**src/rtl/coh_dir_pkg.sv**
```systemverilog
// Shared types for the home-node directory.
// Assumes the encodings below are the ones the caches and network use.
package coh_dir_pkg;

    // Directory state per block; value 3 is never stored.
    typedef enum logic [1:0] {
        DIR_U = 2'd0,
        DIR_S = 2'd1,
        DIR_E = 2'd2
    } dir_state_e;

    // Request kinds arriving from caches.
    typedef enum logic [1:0] {
        REQ_RD  = 2'd0,
        REQ_WR  = 2'd1,
        REQ_UPG = 2'd2,
        REQ_WB  = 2'd3
    } req_kind_e;

    // Message kinds sent to caches.
    typedef enum logic [1:0] {
        MSG_NONE   = 2'd0,
        MSG_DATA   = 2'd1,
        MSG_INV    = 2'd2,
        MSG_RECALL = 2'd3
    } msg_kind_e;

endpackage

```
**src/rtl/coh_dir_store.sv**
```systemverilog
// Directory entry storage: one state and one sharer vector per block.
// One combinational read port and one write port.
// Assumes NUM_BLOCKS is a power of two so every index is in range.
module coh_dir_store
    import coh_dir_pkg::*;
#(
    parameter int NUM_CACHES = 4,
    parameter int NUM_BLOCKS = 8,
    localparam int BW = (NUM_BLOCKS > 1) ? $clog2(NUM_BLOCKS) : 1
) (
    input  logic                  clk,
    input  logic                  rst_n,
    input  logic [BW-1:0]         rd_blk,
    output dir_state_e            rd_state,
    output logic [NUM_CACHES-1:0] rd_vec,
    input  logic                  wr_en,
    input  logic [BW-1:0]         wr_blk,
    input  dir_state_e            wr_state,
    input  logic [NUM_CACHES-1:0] wr_vec
);

    dir_state_e            st_q  [NUM_BLOCKS];
    logic [NUM_CACHES-1:0] vec_q [NUM_BLOCKS];

    for (genvar g = 0; g < NUM_BLOCKS; g++) begin : g_entry
        // Holds one entry; clears it to unowned on reset.
        always_ff @(posedge clk) begin
            if (!rst_n) begin
                st_q[g]  <= DIR_U;
                vec_q[g] <= '0;
            end else if (wr_en && (wr_blk == BW'(g))) begin
                st_q[g]  <= wr_state;
                vec_q[g] <= wr_vec;
            end
        end
    end

    // Read port for the block being requested.
    assign rd_state = st_q[rd_blk];
    assign rd_vec   = vec_q[rd_blk];

    // an exclusive entry always names exactly one cache.
    a_r12_excl_single_owner: assert property (@(posedge clk) disable iff (!rst_n)
        (wr_en && wr_state == DIR_E) |-> $onehot(wr_vec));

    // an unowned entry carries no sharers.
    a_r12_unowned_empty: assert property (@(posedge clk) disable iff (!rst_n)
        (wr_en && wr_state == DIR_U) |-> (wr_vec == '0));

endmodule

```
**src/rtl/coh_dir_decide.sv**
```systemverilog
// Transition logic for an accepted request, purely combinational.
// Gives the message to send now, the entry update to make now, and,
// for requests that must wait for acknowledgements, the set of caches
// to wait on plus the actions and entry value to apply on completion.
module coh_dir_decide
    import coh_dir_pkg::*;
#(
    parameter int NUM_CACHES = 4,
    localparam int IW = (NUM_CACHES > 1) ? $clog2(NUM_CACHES) : 1
) (
    input  dir_state_e            cur_state,
    input  logic [NUM_CACHES-1:0] cur_vec,
    input  req_kind_e             kind,
    input  logic [IW-1:0]         src,
    output msg_kind_e             imm_kind,
    output logic [NUM_CACHES-1:0] imm_vec,
    output logic                  imm_mem_rd,
    output logic                  imm_mem_wr,
    output logic                  upd_en,
    output dir_state_e            upd_state,
    output logic [NUM_CACHES-1:0] upd_vec,
    output logic [NUM_CACHES-1:0] wait_vec,
    output logic                  fin_data,
    output logic                  fin_mem_rd,
    output logic                  fin_mem_wr,
    output dir_state_e            fin_state,
    output logic [NUM_CACHES-1:0] fin_vec
);

    logic [NUM_CACHES-1:0] src_bit;
    logic [NUM_CACHES-1:0] others;
    logic                  is_owner;
    logic                  need_data;

    // Requester as a one-hot vector and the sharers other than it.
    assign src_bit   = {{(NUM_CACHES-1){1'b0}}, 1'b1} << src;
    assign others    = cur_vec & ~src_bit;
    assign is_owner  = (cur_vec == src_bit);
    assign need_data = (kind == REQ_WR) || !cur_vec[src];

    // Chooses actions from the current entry and the request kind.
    always_comb begin
        imm_kind   = MSG_NONE;
        imm_vec    = '0;
        imm_mem_rd = 1'b0;
        imm_mem_wr = 1'b0;
        upd_en     = 1'b0;
        upd_state  = DIR_U;
        upd_vec    = '0;
        wait_vec   = '0;
        fin_data   = 1'b0;
        fin_mem_rd = 1'b0;
        fin_mem_wr = 1'b0;
        fin_state  = DIR_U;
        fin_vec    = '0;
        case (cur_state)
            DIR_U: begin
                if (kind != REQ_WB) begin
                    imm_kind   = MSG_DATA;
                    imm_vec    = src_bit;
                    imm_mem_rd = 1'b1;
                    upd_en     = 1'b1;
                    upd_state  = (kind == REQ_RD) ? DIR_S : DIR_E;
                    upd_vec    = src_bit;
                end
            end
            DIR_S: begin
                if (kind == REQ_RD) begin
                    imm_kind   = MSG_DATA;
                    imm_vec    = src_bit;
                    imm_mem_rd = 1'b1;
                    upd_en     = 1'b1;
                    upd_state  = DIR_S;
                    upd_vec    = cur_vec | src_bit;
                end else if (kind != REQ_WB) begin
                    if (others == '0) begin
                        if (need_data) begin
                            imm_kind   = MSG_DATA;
                            imm_vec    = src_bit;
                            imm_mem_rd = 1'b1;
                        end
                        upd_en    = 1'b1;
                        upd_state = DIR_E;
                        upd_vec   = src_bit;
                    end else begin
                        imm_kind   = MSG_INV;
                        imm_vec    = others;
                        wait_vec   = others;
                        fin_data   = need_data;
                        fin_mem_rd = need_data;
                        fin_state  = DIR_E;
                        fin_vec    = src_bit;
                    end
                end
            end
            DIR_E: begin
                if (is_owner) begin
                    if (kind == REQ_WB) begin
                        imm_mem_wr = 1'b1;
                        upd_en     = 1'b1;
                        upd_state  = DIR_U;
                        upd_vec    = '0;
                    end
                end else if (kind != REQ_WB) begin
                    imm_kind   = MSG_RECALL;
                    imm_vec    = cur_vec;
                    wait_vec   = cur_vec;
                    fin_data   = 1'b1;
                    fin_mem_wr = (kind == REQ_RD);
                    fin_state  = (kind == REQ_RD) ? DIR_S : DIR_E;
                    fin_vec    = (kind == REQ_RD) ? (cur_vec | src_bit) : src_bit;
                end
            end
            default: ;
        endcase
    end

endmodule

```
**src/rtl/coh_ack_tracker.sv**
```systemverilog
// Records which caches still owe an acknowledgement for the open
// transaction. Signals completion in the cycle the last one arrives.
// Acknowledgements from caches not awaited are dropped.
module coh_ack_tracker #(
    parameter int NUM_CACHES = 4,
    localparam int IW = (NUM_CACHES > 1) ? $clog2(NUM_CACHES) : 1
) (
    input  logic                  clk,
    input  logic                  rst_n,
    input  logic                  load,
    input  logic [NUM_CACHES-1:0] load_vec,
    input  logic                  ack_valid,
    input  logic [IW-1:0]         ack_src,
    output logic                  busy,
    output logic                  done
);

    logic [NUM_CACHES-1:0] pending_q;
    logic [NUM_CACHES-1:0] ack_bit;
    logic [NUM_CACHES-1:0] remain;
    logic                  hit;

    // Decodes the acknowledgement against the awaited set.
    assign ack_bit = {{(NUM_CACHES-1){1'b0}}, 1'b1} << ack_src;
    assign hit     = ack_valid && pending_q[ack_src];
    assign remain  = pending_q & ~ack_bit;
    assign busy    = (pending_q != '0);
    assign done    = hit && (remain == '0);

    // Loads the awaited set at start and clears bits as acks arrive.
    always_ff @(posedge clk) begin
        if (!rst_n) begin
            pending_q <= '0;
        end else if (load) begin
            pending_q <= load_vec;
        end else if (hit) begin
            pending_q <= remain;
        end
    end

    // without a new start, the awaited set only shrinks.
    a_r11_pending_shrinks: assert property (@(posedge clk) disable iff (!rst_n)
        !load |=> ((pending_q & ~$past(pending_q)) == '0));

    // an ack from a cache not awaited leaves the set as it was.
    a_r11_stray_ack_ignored: assert property (@(posedge clk) disable iff (!rst_n)
        (!load && ack_valid && !pending_q[ack_src]) |=> (pending_q == $past(pending_q)));

endmodule

```
**src/rtl/coh_home_dir.sv**
```systemverilog
// Home-node directory controller. Accepts one request at a time,
// turns it into messages and memory pulses one cycle later, waits
// for acknowledgements where needed, and refuses requests while busy.
// Assumes the caches retry refused requests and that each targeted
// cache acknowledges exactly once.
module coh_home_dir
    import coh_dir_pkg::*;
#(
    parameter int NUM_CACHES = 4,
    parameter int NUM_BLOCKS = 8,
    localparam int IW = (NUM_CACHES > 1) ? $clog2(NUM_CACHES) : 1,
    localparam int BW = (NUM_BLOCKS > 1) ? $clog2(NUM_BLOCKS) : 1
) (
    input  logic                  clk,
    input  logic                  rst_n,
    input  logic                  req_valid,
    input  logic [1:0]            req_kind,
    input  logic [IW-1:0]         req_src,
    input  logic [BW-1:0]         req_blk,
    input  logic                  ack_valid,
    input  logic [IW-1:0]         ack_src,
    output logic                  msg_valid,
    output logic [1:0]            msg_kind,
    output logic [NUM_CACHES-1:0] msg_dst,
    output logic [BW-1:0]         msg_blk,
    output logic                  mem_rd_en,
    output logic                  mem_wr_en,
    output logic [BW-1:0]         mem_blk,
    output logic                  nack_valid,
    output logic [IW-1:0]         nack_dst
);

    dir_state_e            rd_state;
    logic [NUM_CACHES-1:0] rd_vec;

    msg_kind_e             imm_kind;
    logic [NUM_CACHES-1:0] imm_vec;
    logic                  imm_mem_rd;
    logic                  imm_mem_wr;
    logic                  upd_en;
    dir_state_e            upd_state;
    logic [NUM_CACHES-1:0] upd_vec;
    logic [NUM_CACHES-1:0] wait_vec;
    logic                  fin_data;
    logic                  fin_mem_rd;
    logic                  fin_mem_wr;
    dir_state_e            fin_state;
    logic [NUM_CACHES-1:0] fin_vec;

    logic                  busy;
    logic                  done;
    logic                  accept;
    logic                  start;

    logic                  wr_en;
    logic [BW-1:0]         wr_blk;
    dir_state_e            wr_state;
    logic [NUM_CACHES-1:0] wr_vec;

    logic [BW-1:0]         txn_blk_q;
    logic [IW-1:0]         txn_src_q;
    logic                  txn_data_q;
    logic                  txn_mem_rd_q;
    logic                  txn_mem_wr_q;
    dir_state_e            txn_state_q;
    logic [NUM_CACHES-1:0] txn_vec_q;
    msg_kind_e             msg_kind_q;

    coh_dir_store #(
        .NUM_CACHES(NUM_CACHES),
        .NUM_BLOCKS(NUM_BLOCKS)
    ) u_store (
        .clk     (clk),
        .rst_n   (rst_n),
        .rd_blk  (req_blk),
        .rd_state(rd_state),
        .rd_vec  (rd_vec),
        .wr_en   (wr_en),
        .wr_blk  (wr_blk),
        .wr_state(wr_state),
        .wr_vec  (wr_vec)
    );

    coh_dir_decide #(
        .NUM_CACHES(NUM_CACHES)
    ) u_decide (
        .cur_state (rd_state),
        .cur_vec   (rd_vec),
        .kind      (req_kind_e'(req_kind)),
        .src       (req_src),
        .imm_kind  (imm_kind),
        .imm_vec   (imm_vec),
        .imm_mem_rd(imm_mem_rd),
        .imm_mem_wr(imm_mem_wr),
        .upd_en    (upd_en),
        .upd_state (upd_state),
        .upd_vec   (upd_vec),
        .wait_vec  (wait_vec),
        .fin_data  (fin_data),
        .fin_mem_rd(fin_mem_rd),
        .fin_mem_wr(fin_mem_wr),
        .fin_state (fin_state),
        .fin_vec   (fin_vec)
    );

    coh_ack_tracker #(
        .NUM_CACHES(NUM_CACHES)
    ) u_acks (
        .clk      (clk),
        .rst_n    (rst_n),
        .load     (start),
        .load_vec (wait_vec),
        .ack_valid(ack_valid),
        .ack_src  (ack_src),
        .busy     (busy),
        .done     (done)
    );

    // Accept only when idle; open a transaction if acks are needed.
    assign accept = req_valid && !busy;
    assign start  = accept && (wait_vec != '0);

    // Entry write: immediate update on accept, deferred update on completion.
    assign wr_en    = (accept && upd_en) || done;
    assign wr_blk   = done ? txn_blk_q   : req_blk;
    assign wr_state = done ? txn_state_q : upd_state;
    assign wr_vec   = done ? txn_vec_q   : upd_vec;

    // Keeps the details of the open transaction until it completes.
    always_ff @(posedge clk) begin
        if (!rst_n) begin
            txn_blk_q    <= '0;
            txn_src_q    <= '0;
            txn_data_q   <= 1'b0;
            txn_mem_rd_q <= 1'b0;
            txn_mem_wr_q <= 1'b0;
            txn_state_q  <= DIR_U;
            txn_vec_q    <= '0;
        end else if (start) begin
            txn_blk_q    <= req_blk;
            txn_src_q    <= req_src;
            txn_data_q   <= fin_data;
            txn_mem_rd_q <= fin_mem_rd;
            txn_mem_wr_q <= fin_mem_wr;
            txn_state_q  <= fin_state;
            txn_vec_q    <= fin_vec;
        end
    end

    // Registers the outgoing messages, memory pulses and busy replies.
    always_ff @(posedge clk) begin
        if (!rst_n) begin
            msg_valid  <= 1'b0;
            msg_kind_q <= MSG_NONE;
            msg_dst    <= '0;
            msg_blk    <= '0;
            mem_rd_en  <= 1'b0;
            mem_wr_en  <= 1'b0;
            mem_blk    <= '0;
            nack_valid <= 1'b0;
            nack_dst   <= '0;
        end else begin
            msg_valid  <= 1'b0;
            mem_rd_en  <= 1'b0;
            mem_wr_en  <= 1'b0;
            nack_valid <= 1'b0;
            if (accept) begin
                msg_valid  <= (imm_kind != MSG_NONE);
                msg_kind_q <= imm_kind;
                msg_dst    <= imm_vec;
                msg_blk    <= req_blk;
                mem_rd_en  <= imm_mem_rd;
                mem_wr_en  <= imm_mem_wr;
                mem_blk    <= req_blk;
            end else if (done) begin
                msg_valid  <= txn_data_q;
                msg_kind_q <= MSG_DATA;
                msg_dst    <= {{(NUM_CACHES-1){1'b0}}, 1'b1} << txn_src_q;
                msg_blk    <= txn_blk_q;
                mem_rd_en  <= txn_mem_rd_q;
                mem_wr_en  <= txn_mem_wr_q;
                mem_blk    <= txn_blk_q;
            end
            if (req_valid && busy) begin
                nack_valid <= 1'b1;
                nack_dst   <= req_src;
            end
        end
    end

    assign msg_kind = msg_kind_q;

    // an invalidation never goes back to the cache that asked.
    a_r5_inv_spares_requester: assert property (@(posedge clk) disable iff (!rst_n)
        (msg_valid && msg_kind_q == MSG_INV) |-> !msg_dst[txn_src_q]);

    // a data reply and a recall each go to exactly one cache.
    a_r2_single_target: assert property (@(posedge clk) disable iff (!rst_n)
        (msg_valid && (msg_kind_q == MSG_DATA || msg_kind_q == MSG_RECALL)) |-> $onehot(msg_dst));

    // a busy reply only follows a request seen the cycle before.
    a_r10_nack_follows_req: assert property (@(posedge clk) disable iff (!rst_n)
        nack_valid |-> $past(req_valid));

    // a refused request produces no message and no memory access.
    a_r10_refused_silent: assert property (@(posedge clk) disable iff (!rst_n)
        (req_valid && busy && !done) |=> (!mem_rd_en && !mem_wr_en && !msg_valid));

endmodule

```
**config.mk**
```make
export PLATFORM = sky130hd
export DESIGN_NAME = coh_home_dir
export DESIGN_NICKNAME = d
export VERILOG_FILES = /design/src/rtl/coh_dir_pkg.sv /design/src/rtl/coh_dir_store.sv /design/src/rtl/coh_dir_decide.sv /design/src/rtl/coh_ack_tracker.sv /design/src/rtl/coh_home_dir.sv
export SDC_FILE = /design/constraint.sdc
export NUM_CORES = 1
export LEC_CHECK = 0
export ABC_AREA = 1
export CORE_MARGIN = 10
export CORE_UTILIZATION = 58
export CTS_BUF_LIST = sky130_fd_sc_hd__clkbuf_8 sky130_fd_sc_hd__clkbuf_16
export DETAILED_ROUTE_END_ITERATION = 6
export PLACE_DENSITY = 0.89
export SLEW_MARGIN = 20
export SYNTH_ARGS = -nofsm -noshare
export SYNTH_HDL_FRONTEND = slang
export SYNTH_SLANG_ARGS = --single-unit
export TNS_END_PERCENT = 30
```
**constraint.sdc**
```tcl
create_clock -name clk -period 8.7 [get_ports clk]
set_clock_uncertainty 0.05 [all_clocks]
set_input_delay 0.87 -clock clk [delete_from_list [all_inputs] [get_ports clk]]
set_output_delay 0.87 -clock clk [all_outputs]
set_load 0.05 [all_outputs]
```
# [After elaboration in Yosys (flattened, before gate mapping)]
# Memory sizes are Yosys's and may differ from the RTL's.
# Index checks and enable logic that the tools add are counted.
[word_totals] reg_bits=33 ramBits=48 out_inout_bits=18 word_cells=212 mem_count=2
[classes] n_lt_le_gt_ge=2 eq_ne=13 n_shift=3 n_mux=127 bitwise_logic=21 n_reduce_logical=28
[mem_list] memory="u_store.vec_q" words=8 width=4 read_ports=1 rd_clocked_by_memory_dff=0 write_ports=8 line="coh_dir_store.sv:23" rtl="logic [NUM_CACHES-1:0] vec_q [NUM_BLOCKS];"
[mem_list] memory="u_store.st_q" words=8 width=2 read_ports=1 rd_clocked_by_memory_dff=0 write_ports=8 line="coh_dir_store.sv:22" rtl="dir_state_e st_q [NUM_BLOCKS];"
[op_table] cell="2-to-1 mux 4 bit" n=32
[op_table] cell="2-to-1 mux 1 bit" n=55
[op_table] cell="2-to-1 mux 2 bit" n=25
[op_table] cell="one-hot mux 4 bit (2 select lines)" n=3
[op_table] cell="OR 1 bit" n=16
[op_table] cell="logical AND 1 bit" n=14
[op_table] cell="== test 3 bit (second input constant)" n=4
[op_table] cell="one-hot mux 4 bit (3 select lines)" n=1
[op_table] cell="left shift 1 x 2 -> 4 bit (first input constant)" n=3
[op_table] cell="2-to-1 mux 3 bit" n=3
[op_table] cell="AND 4 bit" n=2
[op_table] cell="zero test 4 bit" n=2
[op_table] cell="NOT 4 bit" n=2
[op_table] cell="one-hot mux 2 bit (2 select lines)" n=2
[op_table] cell="nonzero test 4 bit" n=2
[op_table] cell="== test 3 x 2 -> 1 bit (second input constant)" n=2
[op_table] cell="< comparator 2 x 3 -> 1 bit (second input constant)" n=2
[op_table] cell="one-hot mux 2 bit (3 select lines)" n=1
[op_table] cell="nonzero test 2 bit" n=3
[op_table] cell="binary-select mux 1 bit (select 2 bit)" n=2
[op_table] cell="== test 2 x 1 -> 1 bit (second input constant)" n=2
[op_table] cell="== test 2 bit (second input constant)" n=2
[op_table] cell="== test 4 bit" n=1
[op_table] cell="zero test 2 bit" n=2
[op_table] cell="8 further kinds" n=11

# [Logic depth before layout (Yosys ltp)]
# Gate-level depths: netlist of run 1.
[depth] ltp_word=15 depth_mapped=24

# [By module]
# A second synthesis of run 1 with hierarchy kept.
[unflattened] cells_unflattened=718 hier_area_um2=5300.1
[modules_own_cells] mod="coh_dir_store" instances=1 cells_per_inst=298 area_each_um2=2601.2 seq_area_each_um2=1441.4
[modules_own_cells] mod="coh_home_dir" instances=1 cells_per_inst=204 area_each_um2=1512.7 seq_area_each_um2=580.6
[modules_own_cells] mod="coh_dir_decide" instances=1 cells_per_inst=161 area_each_um2=852.1 seq_area_each_um2=0.0
[modules_own_cells] mod="coh_ack_tracker" instances=1 cells_per_inst=55 area_each_um2=334.1 seq_area_each_um2=80.1

# [Worst setup path before layout of run 1]
# Ideal clock, no wire load.
[synth_timing] kind="input to register" startpoint="in req_blk[0]" endpoint="mem u_store.st_q[7][0] (netlist bit), enable pin" t_arrival_ns=2.962 path_slack_ns=5.311 path_stages=13 path_cell_list="buf_6 > clkbuf_1 > o21ai_0 > o22ai_1 > inv_1 > o21ai_0 > ha_1 > nand2_1 > nand3_1 > o21ai_1 > nand2_1 > nand2_1 > o21ai_0"
[synth_lines] element="start, declared" line="coh_home_dir.sv:19" rtl="input logic [BW-1:0] req_blk,"
[synth_lines] element="end, declared" line="coh_dir_store.sv:22"

==> flow_summary.yaml, run 1 <==
placement:
  placed_area_sq_um: 5060
  place_congestion: 0.966
  dp_hpwl_mm: 9.11
  io_buffers: 30
detailed_routing:
  first_iter_violations: 436
  wl_per_cell_microns: 17.0
  vias: 4280
  viasPerCell: 5.74
  dr.pass1.iters: 6
  wl_mm: 12.6
  route.antenna.remaining_nets: 0
  drc_errors: 0
synth:
  synth_area_per_cell_sq_um: 7.78
  synth_edf_count: 48
  synthAdderAreaFrac_pct: 4.20
  synth_mux_area_share_pct: 0
  synth_top_family_by_area: "simple AND/OR/NAND/NOR gates"
  ys_ff_latch: 81
  synth-main-ff-cell: "edfxtp_1"
  ys_types: 37
  synth_compound_area_share_pct: 12.1
  synthXorXnorAreaFrac_pct: 0
  synth-seq-area-share_pct: 44.0
  synth_area_sq_um: 4770
  syn_inst: 613
  synth_nets: 642
  synth_warnings: 0
  synthArstFlopShare_pct: 0
  synth_simple_gate_area_share_pct: 30.2
global_route:
  overflow: 0
  grt_start_max_net_pins: 33
  grt_pass1_wl_mm: 20.5
  grtUsageTotal_pct: 20.0
  antenna_found_initial: 0
  grt_pass1_vias: 4169
clock_tree:
  clk_pin_slew_ns: 0.09
  cts_hold_buf: 0
  htree_levels: 3
  clkSinkCount: 81
  clk_latency_ns: 0.36
  post_cts_buffers: 0
  post_cts_resize_count: 0
  cts_tree: "built"
  cts_made_buffers: 9
  clockRootBuffer: "clkbuf_8"
  clk_path_buf_depth: 2
setup_path:
  cp.required_ns: 8.64
  crit_type: "input port to register"
  critPathCaptureType: "register"
  cp-startpoint: "req_blk[1]"
  crit_fanout: 20
  cpPeakStageDelay_ns: 0.96
  r2r_start: "u_acks.pending_q[1]$_SDFFE_PN0P_"
  crit_buf_inv: 5
  crit_chain: "clkdlybuf4s50_1 -> inv_2 -> o21ai_0 -> o22ai_1 -> nand2_1 -> o21ai_0 -> inv_1 -> ha_1 -> inv_1 -> nor2_1 -> inv_1 -> nand3_1 -> o21ai_1 -> nand2_1 -> nand2_1 -> o21ai_0"
  crit_arrival_ns: 4.49
  slowest_stage: "clkdlybuf4s50_1"
  cp_top_family: "buffers and inverters"
  cp-start-kind: "input port"
power_and_ir_drop:
  power.leakage_uw: 0.00220
  ir_worst_vdd_v: 0.000141
  power.density_nw_per_um2: 187
die:
  num_rows: 33
  start_util_pct: 59.0
  fp.coreArea_sq_um: 8090
  io_pins: 31
  fp.dieH_microns: 111
  fp.dieW_microns: 111
  die_area_sq_um: 12300
sta:
  slew_viol_final: 0
  setup_viol: 0
  fin_crit_sh_pct: 52.4
  finalCriticalPeriod_ns: 4.56
  max_freq_mhz: 219
  finalHoldViolCount: 0
  grt_setup_unrepaired: "no"
  finalSetupTns_ns: 0
  tightestPinTransition_ns: 0.959
  slew_headroom_pct: 35.6
hold_path:
  hp-start: "txn_mem_wr_q$_SDFFE_PN0P_"
  min_path_type: "register to register"
final_layout:
  layout.nets: 664
  multi_input_area_sq_um: 2220
  drive_gt1_share_pct: 12.8
  synthToLayoutAreaGrowth_pct: 10.7
  final_area_sq_um: 5280
  insertedDiodeCount: 0
  area.sequential_sq_um: 2100
  final_util_pct: 65.3
  fillerInstances: 678
run:
  cap_violations: 0
status:
  outcome: "complete, no violations"
## flip-flops by register name, summed over array words and instances (netlist names)
name / cells
txn_data_q: 1
txn_state_q: 2
nack_valid: 1
u_acks.pending_q: 4
mem_wr_en: 1
txn_src_q: 2
txn_mem_wr_q: 1
msg_valid: 1
u_store.st_q: 16
txn_blk_q: 3
nack_dst: 2
msg_kind: 2
mem_blk: 3
u_store.vec_q: 32
txn_mem_rd_q: 1
mem_rd_en: 1
msg_dst: 4
txn_vec_q: 4
## cell type report
| type | instances | share of cell area (%) |
|---|---|---|
| Multi-Input combinational cell | 430 | 41.9 |
| Tap cell | 105 | 2.49 |
| Inverter | 82 | 5.83 |
| Clock inverter | 5 | 1.14 |
| Sequential cell | 81 | 39.8 |
| Timing Repair Buffer | 31 | 5.73 |
| Clock buffer | 11 | 3.08 |
## power breakdown
group          leakage [uW]  switching, uW  internal [uW]
logic               0.00132            173           70.7
registers          0.000766           11.9            429
clock network      0.000116            146            159
## layout by cell type, fill, tap and decap left out, types with 2 or more instances in the layout
cell type,n
a21boi_1,2
a21oi_1,22
nand3_1,36
a21oi_2,12
nand2_4,3
inv_1,71
o22ai_1,10
nand2_2,15
clkbuf_8,10
nand2_1,138
nand3_2,12
dfxtp_1,33
nor2_2,4
clkdlybuf4s50_1,29
ha_1,16
o21ai_1,14
a31oi_1,5
clkinv_4,2
inv_2,11
nand4_1,3
o21ai_0,30
nor2_1,95
and2_4,4
edfxtp_1,48
## tightest hold or removal path, cell delays in order (launching register included)
cell and delay (ns):
dfxtp_1 0.32, nand2_2 0.07, a21oi_2 0.05
## synth_stat cells (2+ instances only)
master      n  area [sq um]
nand2_1   138           518
nor2_1     95           357
inv_1      70           263
edfxtp_1   48          1440
nand3_1    36           180
dfxtp_1    33           661
o21ai_0    30           150
a21oi_1    22           110
ha_1       16           200
nand2_2    15          93.8
o21ai_1    14          70.1
a21oi_2    12           105
nand3_2    12           120
inv_2      11          41.3
o22ai_1    10          62.6
clkbuf_1    7          26.3
a31oi_1     5          31.3
buf_6       5          56.3
and2_4      4          35.0
buf_4       4          30.0
nor2_2      4          25.0
nand2_4     3          33.8
nand4_1     3          18.8
a21boi_1    2          15.0
buf_2       2          10.0
## layer usage
metal | global-route usage (%) | vias up | share of wire (%)
li1 | - | 2030 | -
met1 | 24.2 | 1984 | 39
met2 | 33.3 | 221 | 49
met3 | 4.27 | 45 | 8.6
met4 | 9.29 | 0 | 3.7
met5 | 0 | - | 0
## cell families after synthesis
kind of cell    Yosys count
flops                    81
compound gates           98
fa+ha+maj                16
simple gates            316
buf+inv                 102
## path summary, 6_finish.rpt
check | depth (start not counted) | slack, ns | endpoint
worst min-delay path | 2 | 0.43 | txn_mem_wr_q$_SDFFE_PN0P_
worst min register to register | 2 | 0.43 | txn_mem_wr_q$_SDFFE_PN0P_
worst max register to register | 9 | 5.10 | u_store.vec_q[7][1]$_SDFFCE_PN0P_
worst max-delay path | 16 | 4.14 | u_store.vec_q[7][1]$_SDFFCE_PN0P_
## through the flow
stage          hold WS [ns]  worst slack, ns  total power [uW]  instances
6_report              0.429             4.14               989        745
3_5_place_dp          0.408             3.40               687        729
2_1_floorplan         0.394             5.31               623        613
5_1_grt               0.447             3.93              1020        745
3_3_place_gp          0.404             3.50               682        729
4_1_cts               0.426             3.68               985        745
(Power assumes the default switching activity.)
==> run 2: changes to the inputs <==
- clock period: 8.7 -> 4.7 ns (I/O delays scaled with it)
==> run 2 against run 1 <==
Compared with the run above: sequential share of layout area is 0.13 points lower; worst setup slack lost 3.5 ns; count of clock-buffer cells in the layout is 1 lower; non-clock buffer count up 5; design area is 0.33% higher; wire length is 2.5% lower; register-to-register slack worse by 3.7 ns.
==> flow_summary.yaml, run 2 (synthesis gave the netlist of run 1 again) <==
setup_path:
  cp.required_ns: 4.92
  cp_top_family: "buffers and inverters"
  slowest_stage: "clkdlybuf4s50_1"
  r2r_cells: 17
  crit_chain: "clkdlybuf4s50_1 -> inv_2 -> o21ai_0 -> o22ai_1 -> inv_1 -> o21ai_0 -> ha_1 -> inv_1 -> nor2_1 -> nand2_1 -> o21ai_0 -> o21ai_2 -> nand2_4 -> nand2_4 -> inv_2 -> nand2_1 -> nand2_1 -> nor2_1"
  critical_path_depth: 18
  crit_fanout: 19
  crit_type: "input port to register"
  cpPeakStageDelay_ns: 0.69
  crit_buf_inv: 5
  critPathCaptureType: "register"
  crit_arrival_ns: 4.30
  cp-start-kind: "input port"
die:
  io_pins: 31
  fp.coreArea_sq_um: 8090
  num_rows: 33
  die_area_sq_um: 12300
  start_util_pct: 59.0
  fp.dieW_microns: 111
  fp.dieH_microns: 111
sta:
  max_freq_mhz: 245
  grt_setup_unrepaired: "no"
  slew_headroom_pct: 42.8
  fin_crit_sh_pct: 86.9
  setup_viol: 0
  slew_viol_final: 0
  setup_slack_ns: 0.615
  tightestPinTransition_ns: 0.852
  finalSetupTns_ns: 0
  finalHoldViolCount: 0
  finalCriticalPeriod_ns: 4.08
clock_tree:
  post_cts_resize_count: 0
  clockRootBuffer: "clkbuf_8"
  cts_hold_buf: 0
  post_cts_buffers: 0
  clk_pin_slew_ns: 0.09
  htree_levels: 3
  clk_latency_ns: 0.36
  clkSinkCount: 81
  clk_path_buf_depth: 2
  cts_made_buffers: 9
  cts_tree: "built"
global_route:
  grt_pass1_wl_mm: 20.4
  grt_pass1_vias: 4061
  grt_start_max_net_pins: 33
  grtUsageTotal_pct: 20.1
  antenna_found_initial: 0
  overflow: 0
power_and_ir_drop:
  power.leakage_uw: 0.00222
  swShare_pct: 33.4
  power_uw: 1780
  p_switching_uw: 595
  power_frac_clock_pct: 28.8
  power.density_nw_per_um2: 336
  seqPwrFrac_pct: 45.7
  ir_worst_vdd_v: 0.000247
  cellInternalPower_uw: 1190
  p_comb_share_pct: 25.5
final_layout:
  layout.nets: 669
  largestRegisters: "u_store.vec_q: 32 flops, u_store.st_q: 16 flops"
  final_util_pct: 65.5
  regMostFlops: "u_store.vec_q"
  insertedDiodeCount: 0
  final_cell_mix: "138 x nand2_1, 95 x nor2_1, 72 x inv_1"
  final_common_cell: "nand2_1"
  drive_gt1_share_pct: 13.2
  synthToLayoutAreaGrowth_pct: 11.1
  largest_register_ffs: 32
detailed_routing:
  wl_per_cell_microns: 16.4
  vias: 4220
  drc_errors: 0
  dr.pass1.iters: 7
  viasPerCell: 5.63
  wl_mm: 12.3
  first_iter_violations: 456
  route.antenna.remaining_nets: 0
status:
  outcome: "complete, no violations"
placement:
  place_ws_ns: 0.505
  io_buffers: 30
  dp_hpwl_mm: 8.97
  place_congestion: 0.981
hold_path:
  min_path_cells: 2
  min_path_type: "register to register"
run:
  cap_violations: 0
-- run 2: path summary, 6_finish.rpt --
check	from	to	slack (ns)
setup / recovery	req_blk[1]	txn_mem_rd_q$_SDFFE_PN0P_	0.62
hold / removal	txn_state_q[1]$_SDFFE_PN0P_	txn_state_q[1]$_SDFFE_PN0P_	0.42
setup reg to reg	u_store.st_q[5][1]$_SDFFCE_PN0P_	txn_mem_rd_q$_SDFFE_PN0P_	1.40
hold reg to reg	txn_state_q[1]$_SDFFE_PN0P_	txn_state_q[1]$_SDFFE_PN0P_	0.42
-- run 2: metal layers --
| layer | part of all wire (%) | GRT usage, % |
|---|---|---|
| met1 | 41 | 24.4 |
| met2 | 49 | 34.3 |
| met3 | 7.1 | 4.17 |
| met4 | 3.1 | 7.12 |
| met5 | 0 | 0 |
-- run 2: final cells by class --
class | instances | area (sq um)
multi-input cells | 430 | 2220
repair buffers | 36 | 345
clock inverters | 6 | 60.1
flip-flops and latches | 81 | 2100
well taps | 105 | 131
fillers | 681 | 2790
clock buffers | 10 | 138
inverters | 82 | 308
-- run 2: power groups by stage --
| stage | Combinational (uW) | Clock, uW | Sequential, uW |
|---|---|---|---|
| after floorplan | 276 | 0 | 878 |
| after global placement | 439 | 0 | 830 |
| after detailed placement | 443 | 0 | 831 |
| after CTS | 447 | 513 | 815 |
| after global routing | 492 | 548 | 820 |
| final | 454 | 513 | 815 |
-- run 2: per-stage QoR --
stage | instance area (sq um) | std cells | hold WS, ns
final | 5300 | 750 | 0.420
after global routing | 5300 | 750 | 0.444
after floorplan | 4770 | 613 | 0.394
after CTS | 5300 | 750 | 0.421
after global placement | 5100 | 734 | 0.405
after detailed placement | 5100 | 734 | 0.409
-- run 2: worst register-to-register path, stage by stage (launching register included) --
cell and delay (ns):
edfxtp_1 0.38, o21ai_0 0.26, o22ai_1 0.10, inv_1 0.07, o21ai_0 0.13, inv_1 0.12, ha_1 0.24, inv_1 0.10
nor2_1 0.22, nand2_1 0.17, o21ai_0 0.49, o21ai_2 0.12, nand2_4 0.14, nand2_4 0.19, inv_2 0.22, nand2_1 0.08
nand2_1 0.09, nor2_1 0.05
